## config.mk

```make
export PLATFORM = sky130hd
export DESIGN_NAME = casc_bin_counter
export DESIGN_NICKNAME = d
export VERILOG_FILES = /design/src/rtl/casc_bin_counter.sv
export SDC_FILE = /design/constraint.sdc
export NUM_CORES = 1
export LEC_CHECK = 0
export BUFFER_PORTS_ARGS = -buffer_cell sky130_fd_sc_hd__buf_2
export CORE_AREA = 2 2 39 41
export CTS_BUF_LIST = sky130_fd_sc_hd__clkbuf_4 sky130_fd_sc_hd__clkbuf_8 sky130_fd_sc_hd__clkbuf_16
export CTS_CLUSTER_DIAMETER = 150
export DETAILED_ROUTE_END_ITERATION = 7
export DIE_AREA = 0 0 41 43
export SYNTH_ARGS = -nofsm -noshare
export SYNTH_HDL_FRONTEND = slang
export SYNTH_SLANG_ARGS = --single-unit
export TNS_END_PERCENT = 20
```

## constraint.sdc

```tcl
create_clock -name clk -period 1 [get_ports clk]
set_input_delay 0.05 -clock clk [delete_from_list [all_inputs] [get_ports clk]]
set_output_delay 0.05 -clock clk [all_outputs]
set_load 0.005 [all_outputs]
```

## src/rtl/casc_bin_counter.sv

```systemverilog
module casc_bin_counter #(
  parameter int STAGES = 1
) (
  input  logic                  clk,
  input  logic                  clr_n,
  input  logic                  load_n,
  input  logic                  en_p,
  input  logic                  en_t,
  input  logic [4*STAGES-1:0]   data,
  output logic [4*STAGES-1:0]   q,
  output logic                  tc
);
  localparam int W = 4 * STAGES;

  logic [STAGES:0] carry;
  assign carry[0] = en_t;

  for (genvar s = 0; s < STAGES; s++) begin : g_stage
    logic [3:0] cnt;

    always_ff @(posedge clk or negedge clr_n) begin
      if (!clr_n)                cnt <= 4'd0;
      else if (!load_n)          cnt <= data[4*s +: 4];
      else if (en_p && carry[s]) cnt <= cnt + 4'd1;
    end

    assign carry[s+1] = carry[s] & (&cnt);
    assign q[4*s +: 4] = cnt;
  end

  assign tc = carry[STAGES];

endmodule


```

==> results of run 1 <==
==> worst max-delay path: stages (launching register included) <==
cell and delay [ns]:
dfrtp_1 0.35, ha_2 0.19, and4_4 0.20, buf_6 0.09
==> what timing repair did <==
item | CTS | global route
endpoints found under the setup margin | 3 | 7
buffers inserted | 2 | 0
pin swaps | 4 | 3
hold endpoints to repair | 4 | 0
hold buffers | 1 | 0
resized for setup | 2 | 0
==> final cells by class <==
class,instances,area [um^2],area share [%]
timing repair buffer,20,126,32.7
multi-input combinational,18,118,30.4
sequential,4,100,25.9
clock buffer,3,22.5,5.83
tap,16,20.0,5.18
==> layer usage <==
| layer | global-route usage, % | up-vias | wire (um) |
|---|---|---|---|
| met4 | 2.00 | 0 | 0 |
| li1 | - | 125 | - |
| met5 | 0 | - | 0 |
| met2 | 9.69 | 14 | 247 |
| met1 | 8.77 | 105 | 231 |
| met3 | 7.85 | 0 | 73 |
==> stage by stage <==
stage,hold slack (ns),TNS (ns),power (mW),area (um^2),worst slack [ns]
after floorplan,-0.246,-0.00417,0.254,220,-0.00417
after global placement,-0.138,-0.0137,0.331,332,-0.0137
after detailed placement,-0.138,-0.0134,0.334,332,-0.00701
after CTS,0.0565,-0.242,0.564,387,-0.103
after global routing,0.0686,-0.514,0.597,387,-0.146
final,0.0581,-0.258,0.553,387,-0.106
==> worst max-delay path by stage <==
| stage | to | slack [ns] | depth (start not counted) |
|---|---|---|---|
| after floorplan | q[2] | -0.004 | 4 |
| after global placement | q[2] | -0.01 | 4 |
| after detailed placement | q[2] | -0.007 | 4 |
| after CTS | tc | -0.10 | 3 |
| after global routing | tc | -0.15 | 3 |
| final | tc | -0.11 | 3 |
==> cell families after synthesis <==
| kind of cell | Yosys count | synth area share (%) |
|---|---|---|
| buffers and inverters | 1 | 1.72 |
| muxes | 1 | 4.60 |
| AOI/OAI and AO/OA | 5 | 12.1 |
| xor gates and xnor gates | 2 | 8.05 |
| and+or+nand+nor | 9 | 21.8 |
| DFF | 4 | 46.0 |
| adders and majority gates | 1 | 5.75 |
==> power by group through the flow <==
stage / Combinational (mW) / Clock [mW] / Sequential (mW)
6_report: 0.161 / 0.199 / 0.193
3_3_place_gp: 0.135 / 0 / 0.196
5_1_grt: 0.181 / 0.221 / 0.195
2_1_floorplan: 0.0501 / 0 / 0.204
4_1_cts: 0.163 / 0.210 / 0.192
3_5_place_dp: 0.137 / 0 / 0.197
==> cells in the final DEF (no fill, tap or decap) <==
master	instances
buf_2	12
a31oi_1	1
xor2_1	2
ha_2	1
buf_6	1
buf_4	6
a21oi_1	3
or3_1	1
nand2_2	1
o21ai_0	1
dlygate4sd3_1	1
clkbuf_4	3
and4_4	1
dfrtp_1	4
nand3_1	2
nor2_1	4
mux2i_1	1
==> results.tsv, run 1 <==
metric	value	unit
final_cells	61	
clockBufferDepth	2	
final_hold_viol_count	0	
via_per_inst	4.00	
critPathMaxFanout	2	
cts_buffers	3	
hold_path_end	q[1]	
largest_reg_flops	4	
synth_flop_cell	dfrtp_1	
crit_start	q[1]	
cts.htree.levels	1	
cp-start-kind	register	
yosys.cell_types.count	13	
clk_latency	0.23	ns
leakagePower	0.187	nW
track_usage	7.65	%
critPathArrivalTime	1.06	ns
holdPathStages	3	
worstReg2RegStart	q[1]	
violations	negative setup slack	
wl	552	um
syn-instance-count	23	
avgSynthCellArea	9.47	um^2
clkTransAtPathRegs	0.04	ns
hp-start	data[1]	
final_max_slew_viol_count	0	
grt_pass1_vias	208	
drive_above_1_share	55.6	%
slew_headroom	91.8	%
antennaDiodeCount	0	
io_pins	14	
rsz0062_at_grt	true	
grt_pass1_wl	828	um
area_growth	77.6	%
clock-sinks	4	
fmax	0.904	GHz
finish.utilization	27.9	%
ant_nets	0	
die_x	41	um
yosysTopAreaCell	dfrtp_1	
fillers	149	
synth_fp_nets	33	
p_int	0.410	mW
cts_root_buffer	clkbuf_4	
required	0.95	ns
switching_share	25.8	%
period_needed	1.11	ns
finalNetCount	57	
p_seq_share	34.9	%
fin_skew	0.00108	ns
grt_max_degree	9	
coreArea	1380	um^2
switching_power	0.143	mW
antenna_found_initial	0	
yosys_warnings	0	
period_share	111	%
synth_edf_count	0	
die-area	1760	um^2
async_reset_ff_share	100	%
rows	14	
crit_type	register to output pin	
worst_slew_pin_slew	0.120	ns
r2r_end	q[3]	
yosysTopAreaCellShare	46.0	%
r2r_cells	4	
setup_slack	-0.106	ns
vdd.ir_drop.worst	0.628	mV
syn_area	218	um^2
remaining_drc_errors	0	
post-place-cells	55	
clockPowerShare	35.9	%
comb_power_share	29.2	%
drt-pass1-iter-count	4	
die_h	43	um
hold_path_class	primary input to register	
outcome	finished, violations left	
p_per_area	1430	nW/um^2
grt_overflow	0	
vias	244	
post_drt_wl_per_cell	9.05	um
cts_tree	yes	
reg2reg_slack	-0.06	ns
yosys-top-cells-count	4 x dfrtp_1, 4 x nor2_1, 3 x a21oi_1	
yosysSeqAreaShare	46.0	%
start_util	15.7	%
dr.first_iter.drc_count	2	
critPathCaptureType	output pin	
final-setup-viol-count	5	
maxCapViolCount	0	
synthTopCellsByArea	dfrtp_1 46%, xor2_1 8.0%, a21oi_1 6.9%, nor2_1 6.9%, ha_1 5.7%	
gp_congestion	0.695	
numPortBuffers	13	
ys_ff_latch	4	
dp_hpwl	424	um
Note: power is estimated with default switching activity, not from simulation.
==> inputs of run 2 (changes only) <==
--- a/config.mk
+++ b/config.mk
@@ -6,11 +6,14 @@
 export NUM_CORES = 1
 export LEC_CHECK = 0
 export BUFFER_PORTS_ARGS = -buffer_cell sky130_fd_sc_hd__buf_2
+export CELL_PAD_IN_SITES_DETAIL_PLACEMENT = 1
+export CELL_PAD_IN_SITES_GLOBAL_PLACEMENT = 2
 export CORE_AREA = 2 2 39 41
 export CTS_BUF_LIST = sky130_fd_sc_hd__clkbuf_4 sky130_fd_sc_hd__clkbuf_8 sky130_fd_sc_hd__clkbuf_16
 export CTS_CLUSTER_DIAMETER = 150
 export DETAILED_ROUTE_END_ITERATION = 7
 export DIE_AREA = 0 0 41 43
+export PLACE_DENSITY_LB_ADDON = 0.1
 export SYNTH_ARGS = -nofsm -noshare
 export SYNTH_HDL_FRONTEND = slang
 export SYNTH_SLANG_ARGS = --single-unit
==> results.tsv, run 2 (synthesis results as in run 1) <==
metric	value	unit	change
outcome	finished, violations left		unchanged
violations	negative setup slack		unchanged
final_common_cell	buf_2		unchanged
rsz0062_at_grt	true		unchanged
p_seq_share	33.4	%	was 34.9%
cts_root_buffer	clkbuf_4		unchanged
critPathMaxFanout	2		unchanged
tns	-0.404	ns	was -0.258 ns
antennaDiodeCount	0		unchanged
clock-sinks	4		unchanged
finalNetCount	58		was 57
die-area	1760	um^2	unchanged
dr.first_iter.drc_count	1		was 2
route.met3.wl	63	um	was 73 um
post-place-cells	55		unchanged
crit_slowest_cell	dfrtp_1		unchanged
period_share	113	%	was 111%
cp-start-kind	register		unchanged
slew_headroom	90.5	%	was 91.8%
final_hold_viol_count	0		unchanged
wl	732	um	was 552 um
period_needed	1.13	ns	was 1.11 ns
comb_power_share	30.3	%	was 29.2%
crit_type	register to register		was register to output pin
drt-pass1-iter-count	2		was 4
track_usage	10.8	%	was 7.65%
grt_pass1_wl	1200	um	was 828 um
final_cells	62		was 61
clk_latency	0.24	ns	was 0.23 ns
area_growth	83.3	%	was 77.6%
io_pins	14		unchanged
vias	262		was 244
post_drt_wl_per_cell	11.8	um	was 9.05 um
switching_share	27.6	%	was 25.8%
layout_common_cells	12 x buf_2, 7 x buf_4, 4 x nor2_1, 4 x dfrtp_1		was 12 x buf_2, 6 x buf_4, 4 x nor2_1, 4 x dfrtp_1
maxCapViolCount	0		unchanged
start_util	15.7	%	unchanged
hp-start	data[1]		unchanged
critPathTopFamily	flip-flops		unchanged
path_cells	ha_2 > buf_4 > nand3_2 > xor2_1 > a21oi_1		was ha_2 > and4_4 > buf_6
drt-met1-wl	306	um	was 231 um
fmax	0.887	GHz	was 0.904 GHz
p_int	0.419	mW	was 0.410 mW
r2r_end	q[2]		was q[3]
leakagePower	0.193	nW	was 0.187 nW
switching_power	0.160	mW	was 0.143 mW
grt_overflow	0		unchanged
gp_congestion	0.638		was 0.695
dp_hpwl	541	um	was 424 um
p_per_area	1450	nW/um^2	was 1430 nW/um^2
final_max_slew_viol_count	0		unchanged
antenna_found_initial	0		unchanged
pre_cts_slack	-0.0473	ns	was -0.00701 ns
required	1.12	ns	was 0.95 ns
fin_hold_ws	0.0551	ns	was 0.0581 ns
vdd.ir_drop.worst	0.390	mV	was 0.628 mV
cts_tree	yes		unchanged
die_h	43	um	unchanged
clkTransAtPathRegs	0.04	ns	about the same
grt_max_degree	9		unchanged
critPathCaptureType	register		was output pin
die_x	41	um	unchanged
clockBufferDepth	2		unchanged
hold_path_class	primary input to register		unchanged
clockPowerShare	36.3	%	was 35.9%
via_per_inst	4.23		was 4.00
numPortBuffers	13		unchanged
fin_skew	0.000231	ns	was 0.00108 ns
wl_met2	362	um	was 247 um
setup_slack	-0.128	ns	was -0.106 ns
critPathArrivalTime	1.24	ns	was 1.06 ns
grt_pass1_vias	268		was 208
rows	14		unchanged
crit_buf_inv	1		unchanged
coreArea	1380	um^2	unchanged
drive_above_1_share	58.7	%	was 55.6%
hold_path_end	q[1]		unchanged
final-setup-viol-count	5		unchanged
cts.htree.levels	1		unchanged
worst_slew_pin_slew	0.141	ns	was 0.120 ns
ant_nets	0		unchanged
cts_buffers	3		unchanged
r2r_cells	5		was 4
remaining_drc_errors	0		unchanged
holdPathStages	3		unchanged
max_stage_delay	0.38	ns	was 0.35 ns
total_power	0.579	mW	was 0.553 mW
largest_reg_flops	4		unchanged
worstReg2RegStart	q[0]		was q[1]
reg2reg_slack	-0.13	ns	was -0.06 ns
top_layer	met3		unchanged
## run 2: final cells by class
cell class	count	area, um^2
Clock buffer	3	22.5
Tap cell	16	20.0
Fill cell	172	985
Timing Repair Buffer	21	134
Multi-Input combinational cell	18	123
Sequential cell	4	100
## run 2: timing repair
action / CTS / global route
setup buffers: 3 / 0
endpoints found under the hold margin: 4 / 0
pin swaps: 6 / 1
resized for setup: 3 / 0
hold buffers: 1 / 0
setup endpoints to repair: 4 / 7
## run 2: stage by stage
stage | cell area [um^2] | utilization, %
after detailed placement | 332 | 24.0
after CTS | 399 | 28.8
after global routing | 399 | 28.8
after global placement | 332 | 24.0
final | 399 | 28.8
after floorplan | 220 | -
## run 2: worst reg2reg max path: stages, from the launching register on
cell	delay [ns]
dfrtp_1	0.38
ha_2	0.19
buf_4	0.13
nand3_2	0.07
xor2_1	0.15
a21oi_1	0.08
## run 2: worst max-delay path by stage
| stage | depth (start not counted) | endpoint | from |
|---|---|---|---|
| 2_1_floorplan | 4 | q[2] | q[0] |
| 6_report | 5 | q[2] | q[0] |
| 3_5_place_dp | 4 | q[2] | q[1] |
| 3_3_place_gp | 4 | q[2] | q[1] |
| 4_1_cts | 3 | tc | q[0] |
| 5_1_grt | 5 | q[2] | q[0] |
## run 2: per-layer routing
layer / track usage [%] / up-vias
li1: - / 128
met1: 11.4 / 124
met2: 16.9 / 10
met3: 4.71 / 0
met4: 6.00 / 0
met5: 0 / -
## run 2: power groups by stage
stage	Combinational [mW]	Clock [mW]	Sequential, mW
2_1_floorplan	0.0501	0	0.204
3_3_place_gp	0.138	0	0.197
3_5_place_dp	0.142	0	0.199
4_1_cts	0.179	0.221	0.193
5_1_grt	0.195	0.238	0.195
6_report	0.176	0.210	0.193
